==> src/rtl/addr_router_pkg.sv <==
package addr_router_pkg;

    localparam int MAP_ADDR_W = 24;

    localparam logic [MAP_ADDR_W-1:0] FLASH_BASE = 24'h000000;
    localparam logic [MAP_ADDR_W-1:0] FLASH_LAST = 24'h3FFFFF;
    localparam logic [MAP_ADDR_W-1:0] RAM_BASE   = 24'hD00000;
    localparam logic [MAP_ADDR_W-1:0] RAM_LAST   = 24'hD657FF;
    localparam logic [MAP_ADDR_W-1:0] FB_BASE    = 24'hD40000;
    localparam logic [MAP_ADDR_W-1:0] IO_BASE    = 24'hE00000;
    localparam logic [MAP_ADDR_W-1:0] IO_LAST    = 24'hFFFFFF;

    function automatic int span_bits(logic [MAP_ADDR_W-1:0] base,
                                     logic [MAP_ADDR_W-1:0] last);
        return $clog2(int'(last - base) + 1);
    endfunction

    typedef enum logic [1:0] {
        RGN_NONE  = 2'd0,
        RGN_FLASH = 2'd1,
        RGN_RAM   = 2'd2,
        RGN_IO    = 2'd3
    } region_e;

    typedef struct packed {
        region_e region;
        logic    fb;
    } route_t;

endpackage

==> src/rtl/range_match.sv <==
module range_match #(
    parameter int                ADDR_W = 24,
    parameter logic [ADDR_W-1:0] BASE   = '0,
    parameter logic [ADDR_W-1:0] LAST   = '1,
    parameter int                OFF_W  = 8
) (
    input  logic [ADDR_W-1:0] addr,
    output logic              hit,
    output logic [OFF_W-1:0]  off
);
    localparam logic [ADDR_W-1:0] TOP     = '1;
    localparam logic [OFF_W-1:0]  BASE_LO = BASE[OFF_W-1:0];

    generate
        if (BASE == '0 && LAST == TOP) begin : g_all
            assign hit = 1'b1;
        end else if (BASE == '0) begin : g_low
            assign hit = (addr <= LAST);
        end else if (LAST == TOP) begin : g_high
            assign hit = (addr >= BASE);
        end else begin : g_mid
            assign hit = (addr >= BASE) && (addr <= LAST);
        end
    endgenerate

    // Within the window the low bits alone give the exact distance.
    assign off = addr[OFF_W-1:0] - BASE_LO;
endmodule

==> src/rtl/filler_lfsr.sv <==
module filler_lfsr #(
    parameter int               W     = 16,
    parameter logic [W-1:0]     MASK  = 16'hB400,
    parameter logic [W-1:0]     SEED  = 16'hACE1,
    parameter int               OUT_W = 8
) (
    input  logic             clk,
    input  logic             rst,
    input  logic             step,
    output logic [OUT_W-1:0] fill
);
    logic [W-1:0] state;
    logic [W-1:0] nxt;

    always_comb begin
        nxt = state >> 1;
        if (state[0]) nxt = nxt ^ MASK;
    end

    always_ff @(posedge clk) begin
        if (rst)       state <= SEED;
        else if (step) state <= nxt;
    end

    assign fill = state[OUT_W-1:0];

    a_r6_hold_when_idle: assert property (@(posedge clk) disable iff (rst)
        !step |=> $stable(fill));
    a_r6_never_zero: assert property (@(posedge clk) disable iff (rst)
        state != '0);
endmodule

==> src/rtl/rdata_mux.sv <==
module rdata_mux
    import addr_router_pkg::*;
#(
    parameter int DATA_W = 8
) (
    input  logic              clk,
    input  logic              rst,
    input  logic              rd_en,
    input  region_e           region,
    input  logic [DATA_W-1:0] flash_rdata,
    input  logic [DATA_W-1:0] ram_rdata,
    input  logic [DATA_W-1:0] io_rdata,
    input  logic [DATA_W-1:0] fill,
    output logic [DATA_W-1:0] rdata
);
    always_comb begin
        rdata = '0;
        if (rd_en) begin
            unique case (region)
                RGN_FLASH: rdata = flash_rdata;
                RGN_RAM:   rdata = ram_rdata;
                RGN_IO:    rdata = io_rdata;
                default:   rdata = fill;
            endcase
        end
    end

    a_r9_idle_zero: assert property (@(posedge clk) disable iff (rst)
        !rd_en |-> rdata == '0);
endmodule

==> src/rtl/addr_router.sv <==
module addr_router
    import addr_router_pkg::*;
#(
    parameter int                LFSR_W    = 16,
    parameter logic [LFSR_W-1:0] LFSR_MASK = 16'hB400,
    parameter logic [LFSR_W-1:0] LFSR_SEED = 16'hACE1,
    parameter int                DATA_W    = 8
) (
    input  logic                     clk,
    input  logic                     rst,
    input  logic [MAP_ADDR_W-1:0]    addr,
    input  logic                     rd_en,
    input  logic                     wr_en,
    input  logic [DATA_W-1:0]        wdata,
    input  logic [DATA_W-1:0]        flash_rdata,
    input  logic [DATA_W-1:0]        ram_rdata,
    input  logic [DATA_W-1:0]        io_rdata,
    output logic                     flash_sel,
    output logic                     ram_sel,
    output logic                     io_sel,
    output logic                     fb_hit,
    output logic                     tgt_wr,
    output logic [DATA_W-1:0]        tgt_wdata,
    output logic [span_bits(FLASH_BASE, FLASH_LAST)-1:0] flash_off,
    output logic [span_bits(RAM_BASE, RAM_LAST)-1:0]     ram_off,
    output logic [span_bits(IO_BASE, IO_LAST)-1:0]       io_off,
    output logic [DATA_W-1:0]        rdata
);
    localparam int FLASH_OFF_W = span_bits(FLASH_BASE, FLASH_LAST);
    localparam int RAM_OFF_W   = span_bits(RAM_BASE, RAM_LAST);
    localparam int IO_OFF_W    = span_bits(IO_BASE, IO_LAST);

    logic        hit_flash, hit_ram, hit_io;
    logic        access;
    route_t      route;
    logic [DATA_W-1:0] fill;

    range_match #(.ADDR_W(MAP_ADDR_W), .BASE(FLASH_BASE), .LAST(FLASH_LAST),
                  .OFF_W(FLASH_OFF_W))
        u_flash_rng (.addr(addr), .hit(hit_flash), .off(flash_off));

    range_match #(.ADDR_W(MAP_ADDR_W), .BASE(RAM_BASE), .LAST(RAM_LAST),
                  .OFF_W(RAM_OFF_W))
        u_ram_rng (.addr(addr), .hit(hit_ram), .off(ram_off));

    range_match #(.ADDR_W(MAP_ADDR_W), .BASE(IO_BASE), .LAST(IO_LAST),
                  .OFF_W(IO_OFF_W))
        u_io_rng (.addr(addr), .hit(hit_io), .off(io_off));

    assign access = rd_en | wr_en;

    // The frame buffer window shares its upper bound with RAM.
    always_comb begin
        route.region = RGN_NONE;
        if (hit_flash)    route.region = RGN_FLASH;
        else if (hit_ram) route.region = RGN_RAM;
        else if (hit_io)  route.region = RGN_IO;
        route.fb = hit_ram && (addr >= FB_BASE);
    end

    assign flash_sel = access && (route.region == RGN_FLASH);
    assign ram_sel   = access && (route.region == RGN_RAM);
    assign io_sel    = access && (route.region == RGN_IO);
    assign fb_hit    = access && route.fb;
    assign tgt_wr    = wr_en && (route.region != RGN_NONE);
    assign tgt_wdata = wdata;

    filler_lfsr #(.W(LFSR_W), .MASK(LFSR_MASK), .SEED(LFSR_SEED), .OUT_W(DATA_W))
        u_filler (.clk(clk), .rst(rst),
                  .step(rd_en && (route.region == RGN_NONE)),
                  .fill(fill));

    rdata_mux #(.DATA_W(DATA_W))
        u_rmux (.clk(clk), .rst(rst), .rd_en(rd_en), .region(route.region),
                .flash_rdata(flash_rdata), .ram_rdata(ram_rdata),
                .io_rdata(io_rdata), .fill(fill), .rdata(rdata));

    a_r8_one_select: assert property (@(posedge clk) disable iff (rst)
        $onehot0({flash_sel, ram_sel, io_sel}));
    a_r8_idle_quiet: assert property (@(posedge clk) disable iff (rst)
        !access |-> !(flash_sel || ram_sel || io_sel || fb_hit));
    a_r3_fb_in_ram: assert property (@(posedge clk) disable iff (rst)
        fb_hit |-> ram_sel);
    a_r7_drop_hole_write: assert property (@(posedge clk) disable iff (rst)
        tgt_wr |-> (flash_sel || ram_sel || io_sel));
endmodule

==> config.mk <==
export PLATFORM = sky130hd
export DESIGN_NAME = addr_router
export DESIGN_NICKNAME = d
export VERILOG_FILES = /design/src/rtl/addr_router_pkg.sv /design/src/rtl/range_match.sv /design/src/rtl/filler_lfsr.sv /design/src/rtl/rdata_mux.sv /design/src/rtl/addr_router.sv
export SDC_FILE = /design/constraint.sdc
export NUM_CORES = 1
export LEC_CHECK = 0
export BUFFER_PORTS_ARGS = -buffer_cell sky130_fd_sc_hd__buf_2
export CAP_MARGIN = 0
export CORE_MARGIN = 2
export CORE_UTILIZATION = 41
export DETAILED_ROUTE_END_ITERATION = 10
export PLACE_DENSITY = 0.87
export SYNTH_ARGS = -nofsm -noshare
export SYNTH_HDL_FRONTEND = slang
export SYNTH_SLANG_ARGS = --single-unit
export TNS_END_PERCENT = 20
==> constraint.sdc <==
create_clock -name clk -period 3.4 [get_ports clk]
set_input_delay 0.17 -clock clk [delete_from_list [all_inputs] [get_ports clk]]
set_output_delay 0.17 -clock clk [all_outputs]
set_load 0.05 [all_outputs]
Word-level counts from Yosys, hierarchy flattened:

Index checks and enable logic that the tools add are counted.

* flip-flop bits (word level): 16
* input bits: 60
* output and inout port bits: 83
* word-level logic and storage cells: 27

* $lt $le $gt $ge: 5
* equal/unequal tests: 3
* mux-type cells: 6
* bitwise gates (word level): 2
* reduce and logical (&&, ||, !) cells: 10

Operators with widths (number)
* 24-bit >= comparator (second input constant): 3
* 24-bit by 22-bit less-or-equal comparator with 1-bit output (second input constant): 1
* 24-bit less-or-equal comparator (second input constant): 1
* 8-bit case mux with 3 select lines: 1
* 16-bit two-way mux: 1
* 1-bit logical AND: 8
* 8-bit two-way mux: 1
* 2-bit two-way mux: 3
* 2-bit == test (second input constant): 2
* 3-bit inverter with 4-bit output: 1
* 2-bit by 1-bit == test with 1-bit output (second input constant): 1
* 2-bit logical NOT: 1
* 2-bit nonzero test: 1
* 1-bit bitwise OR: 1

Logic depth before layout (Yosys ltp):

* word-level depth: 7
* gate-level depth with buffers: 6
* mapped depth without buffers: 4

Cells and area by module:

From an unflattened synthesis, not the netlist that was laid out.

* cell total of the unflattened synthesis: 186
* area total of the unflattened synthesis: 1625.3 um2

Modules (own cells, without submodules)
* filler_lfsr: times used 1, cells an instance 64, area an instance 690.7 um2, sequential area each 320.3 um2
* rdata_mux: times used 1, cells an instance 29, area an instance 255.2 um2, sequential area each 0.0 um2
* range_match (u_ram_rng): times used 1, cells an instance 24, area an instance 181.4 um2, sequential area each 0.0 um2
* range_match (u_flash_rng): times used 1, cells an instance 23, area an instance 168.9 um2, sequential area each 0.0 um2
* addr_router: times used 1, cells an instance 24, area an instance 165.2 um2, sequential area each 0.0 um2
* range_match (u_io_rng): times used 1, cells an instance 22, area an instance 163.9 um2, sequential area each 0.0 um2

Worst setup path before layout:

OpenSTA, ideal clock, no wires.

* path type: input -> output
* from: in addr[13]
* to: out fb_hit
* data arrival time: 3282 ps
* required time: 3230 ps
* path slack: -52 ps
* stages: 4
* buffers on the path: 0
* path through: a211o_1 -> o211ai_2 -> nand2_1 -> a2111oi_0

* cells in the longest elaborated chain, start to end: 4

RTL lines
* start: declaration: line addr_router.sv:11 `input logic [MAP_ADDR_W-1:0] addr,`
* 24-bit >= comparator / 24-bit less-or-equal comparator (equally long branches): line range_match.sv:22 `assign hit = (addr >= BASE) && (addr <= LAST);`
* 1-bit logical AND: line range_match.sv:22
* 1-bit logical AND *: line addr_router.sv:58 `route.fb = hit_ram && (addr >= FB_BASE);`
* 1-bit logical AND *: line addr_router.sv:64 `assign fb_hit = access && route.fb;`
* end: declaration: line addr_router.sv:21 `output logic fb_hit,`

Every way passes the cells marked *; elsewhere a longest branch is shown, timed or not.

Worst setup path in the final report:

* from: in addr[21]
* to: out rdata[5]

* cells in the longest elaborated chain, start to end: 7

RTL lines
* 24-bit >= comparator, or another cell as far along: line range_match.sv:20 `assign hit = (addr >= BASE);`
* 2-bit two-way mux / 1-bit logical AND (equally long branches): line addr_router.sv:57, range_match.sv:22
* 2-bit two-way mux: line addr_router.sv:56 `else if (hit_ram) route.region = RGN_RAM;`
* 2-bit two-way mux *: line addr_router.sv:55 `if (hit_flash) route.region = RGN_FLASH;`
* 2-bit == test / 2-bit by 1-bit == test with 1-bit output (equally long branches): line rdata_mux.sv:19 `unique case (region)`
* 8-bit case mux with 3 select lines *: line rdata_mux.sv:19
* 8-bit two-way mux *: line rdata_mux.sv:18 `if (rd_en) begin`
* end: declaration: line addr_router.sv:27 `output logic [DATA_W-1:0] rdata`

Marks and branches as above.

==> results.md <==
- Status: finished, final reports clean
- Port-buffer cells: 82
- Max-slew violation count: 0
- Most common cell on crit path: buf_2
- Post-synth EDFFs: 0
- Seq cells post-synth: 16
- Mean Syn Cell Area: 8.17 sq um
- Total wire length: 3.65 mm
- FF-to-FF Start: u_filler.state[0]$_SDFFE_PP1P_
- Wire per inst: 14.4 um
- Total number of vias: 1260
- Starting Density: 43.2%
- CP Depth: 6
- Core area: 3690 sq um
- Reg2Reg Capture Point: u_filler.state[12]$_SDFFE_PP0P_
- CP peak stage delay: 450 ps
- Vias per inst: 4.98
- Crit-path leading delay family: simple AND/OR/NAND/NOR gates
- Die Span Y: 66.3 um
- Critical path origin: addr[21]
- Top Registers: u_filler.state x16
- Number of H-tree levels: 1
- CP required: 3230 ps
- Antenna cells: 0
- Final Hold Viols: 0
- Sink Count: 16
- Share of cells above drive strength 1: 44.9%
- Worst rel slew slack: 52.5%
- Achievable frequency: 532 MHz
- Root buffer cell: clkbuf_8
- Overall Global Routing Usage: 16.1%
- CTS tree: yes
- Number of buffers and inverters on the critical path: 2
- Top_reg_cell synth: dfxtp_1
- RSZ-0062 raised after global routing: no
- Die width: 66.3 um
- Cell Rows: 22
- Nets@finish: 266
- Power Dens Cells: 400 nW/um^2
- Die Area: 4400 sq um
- Ys async rst share: 0%
- Post-cts sizing count: 0
- WP data arrival: 1710 ps
- Inserted Clock Buffers: 3
- DP Wirelength: 2.96 mm
- Syn Nets: 255
- CP Class: primary input to output pin
- Top cells by count, synth: buf_4, nor2_1, dfxtp_1, mux2i_1, nand2b_1
- YS warnings: 0
- Final ANT Viol Nets: 0
- Slowest CP cell: or3_1
- Area contributors post-synth: buf_4, dfxtp_1, mux2i_1
- Post-route design area: 1560 sq um
- Mapped Area: 1590 sq um
- Initial antenna violation count: 0
- Top-count cell post-synth: buf_4
- Synthesis-to-finish area growth: -2.28%
- Leakage: 0.831 nW
- Global-route wire length before repair: 5.29 mm
- R2r worst-path depth: 3
- Largest net degree at the start of global routing: 25
- Crit. End Element: output pin
- Proportion of netlist area held by the largest area contributor: 33.0%
- Peak VDD IR: 169 uV
- Worst Clk Skew: 1.73 ps
- Final setup violation count: 0
- Worst Hold Margin: 340 ps
- DRC viols: 0
- Crit path to: rdata[5]
- Dpl cell area: 1500 sq um
- Slew @ Worst Pin: 710 ps
- Vias in the first global route: 1128
- Setup bufs post-CTS: 0
- Max reg flops: 16
- Worst skew pair latency: 260 ps
- R2r setup slk: 2340 ps
- Max Root-Sink Buffers: 2
- Total negative setup slack: 0 ps
- Top cell type by total area after synthesis: buf_4
- Register area share after synthesis: 20.1%
- DRT iter0 DRCs: 40
- RePlAce Congestion: 0.856
- Worst Path Max Fanout: 9
- Reg with most FFs: u_filler.state
- Final period utilization: 55.2%
- Clock period minus worst slack: 1880 ps
- Worst Hold Class: primary input to output pin
- Post-synthesis cell count: 195
- Critical path launch point type: primary input
- GRT overflow: 0
- Drt first pass iters: 5
- Post-cts hold buffer count: 0
- Distinct cells, synth: 32
- Cell Chain, Critical Path: buf_2 > nand2b_1 > or3_1 > o21ai_2 > o211a_1 > buf_2
- Ports: 143
- Max cap viols: 0
==> kinds of logic (layout without fill, tap and decap cells) <==
family	after synthesis	count (layout)	synth area share, %
AOI/OAI and AO/OA	34	34	16.9
DFF	16	16	20.1
xor gates and xnor gates	3	3	1.65
and+or+nand+nor	48	48	15.9
buffers and inverters	79	89	36.1
muxes	15	15	9.43
==> where the power goes <==
part	internal [W]	switching (W)	leakage [nW]	total (W)
clock network	0.000103	0.0000708	0.0288	0.000174
logic	0.0000703	0.000167	0.670	0.000238
registers	0.000201	0.00000935	0.132	0.000211
==> worst min path at each step <==
stage                   from                               to  cells after the start
global route        wdata[1]                     tgt_wdata[1]                      0
floorplan                rst   u_filler.state[3]$_SDFFE_PP0P_                      2
detailed placement  wdata[0]                     tgt_wdata[0]                      0
finish              wdata[1]                     tgt_wdata[1]                      0
global placement    wdata[0]                     tgt_wdata[0]                      0
CTS                      rst  u_filler.state[12]$_SDFFE_PP0P_                      2
==> stage by stage <==
stage,setup slack (ps),utilization [%],total power [W],cells
floorplan,627,-,0.000540,195
global placement,1550,40.7,0.000449,249
detailed placement,1460,40.7,0.000453,249
CTS,1530,42.2,0.000626,253
global route,1410,42.2,0.000652,253
finish,1520,42.2,0.000622,253
==> cells in the final DEF (no fill, tap or decap), drive strengths merged, types with 4 or more instances in the layout <==
cell and count:
a22oi 8, buf 82, mux2i 15, o211a 8
nor2 18, nand2b 11, dfxtp 16, a21oi 8
or3 9, clkbuf 4
==> area by class of cell <==
cell class                 instances  area [sq um]
sequential                        16           320
multi-input combinational        100           699
fill                             384          2130
timing repair buffer              82           410
inverter                           3          11.3
clock buffer                       4          55.1
tap                               48          60.1
==> per-layer routing <==
| metal | routed length [um] | part of all wire [%] | vias up | global-route usage (%) |
|---|---|---|---|---|
| li1 | - | - | 620 | - |
| met2 | 1870 | 51 | 40 | 26.8 |
| met5 | 0 | 0 | - | 0 |
| met1 | 1410 | 39 | 582 | 19.5 |
| met3 | 258 | 7.1 | 18 | 2.90 |
| met4 | 114 | 3.1 | 0 | 8.93 |
Note: power is estimated with default switching activity, not from simulation.
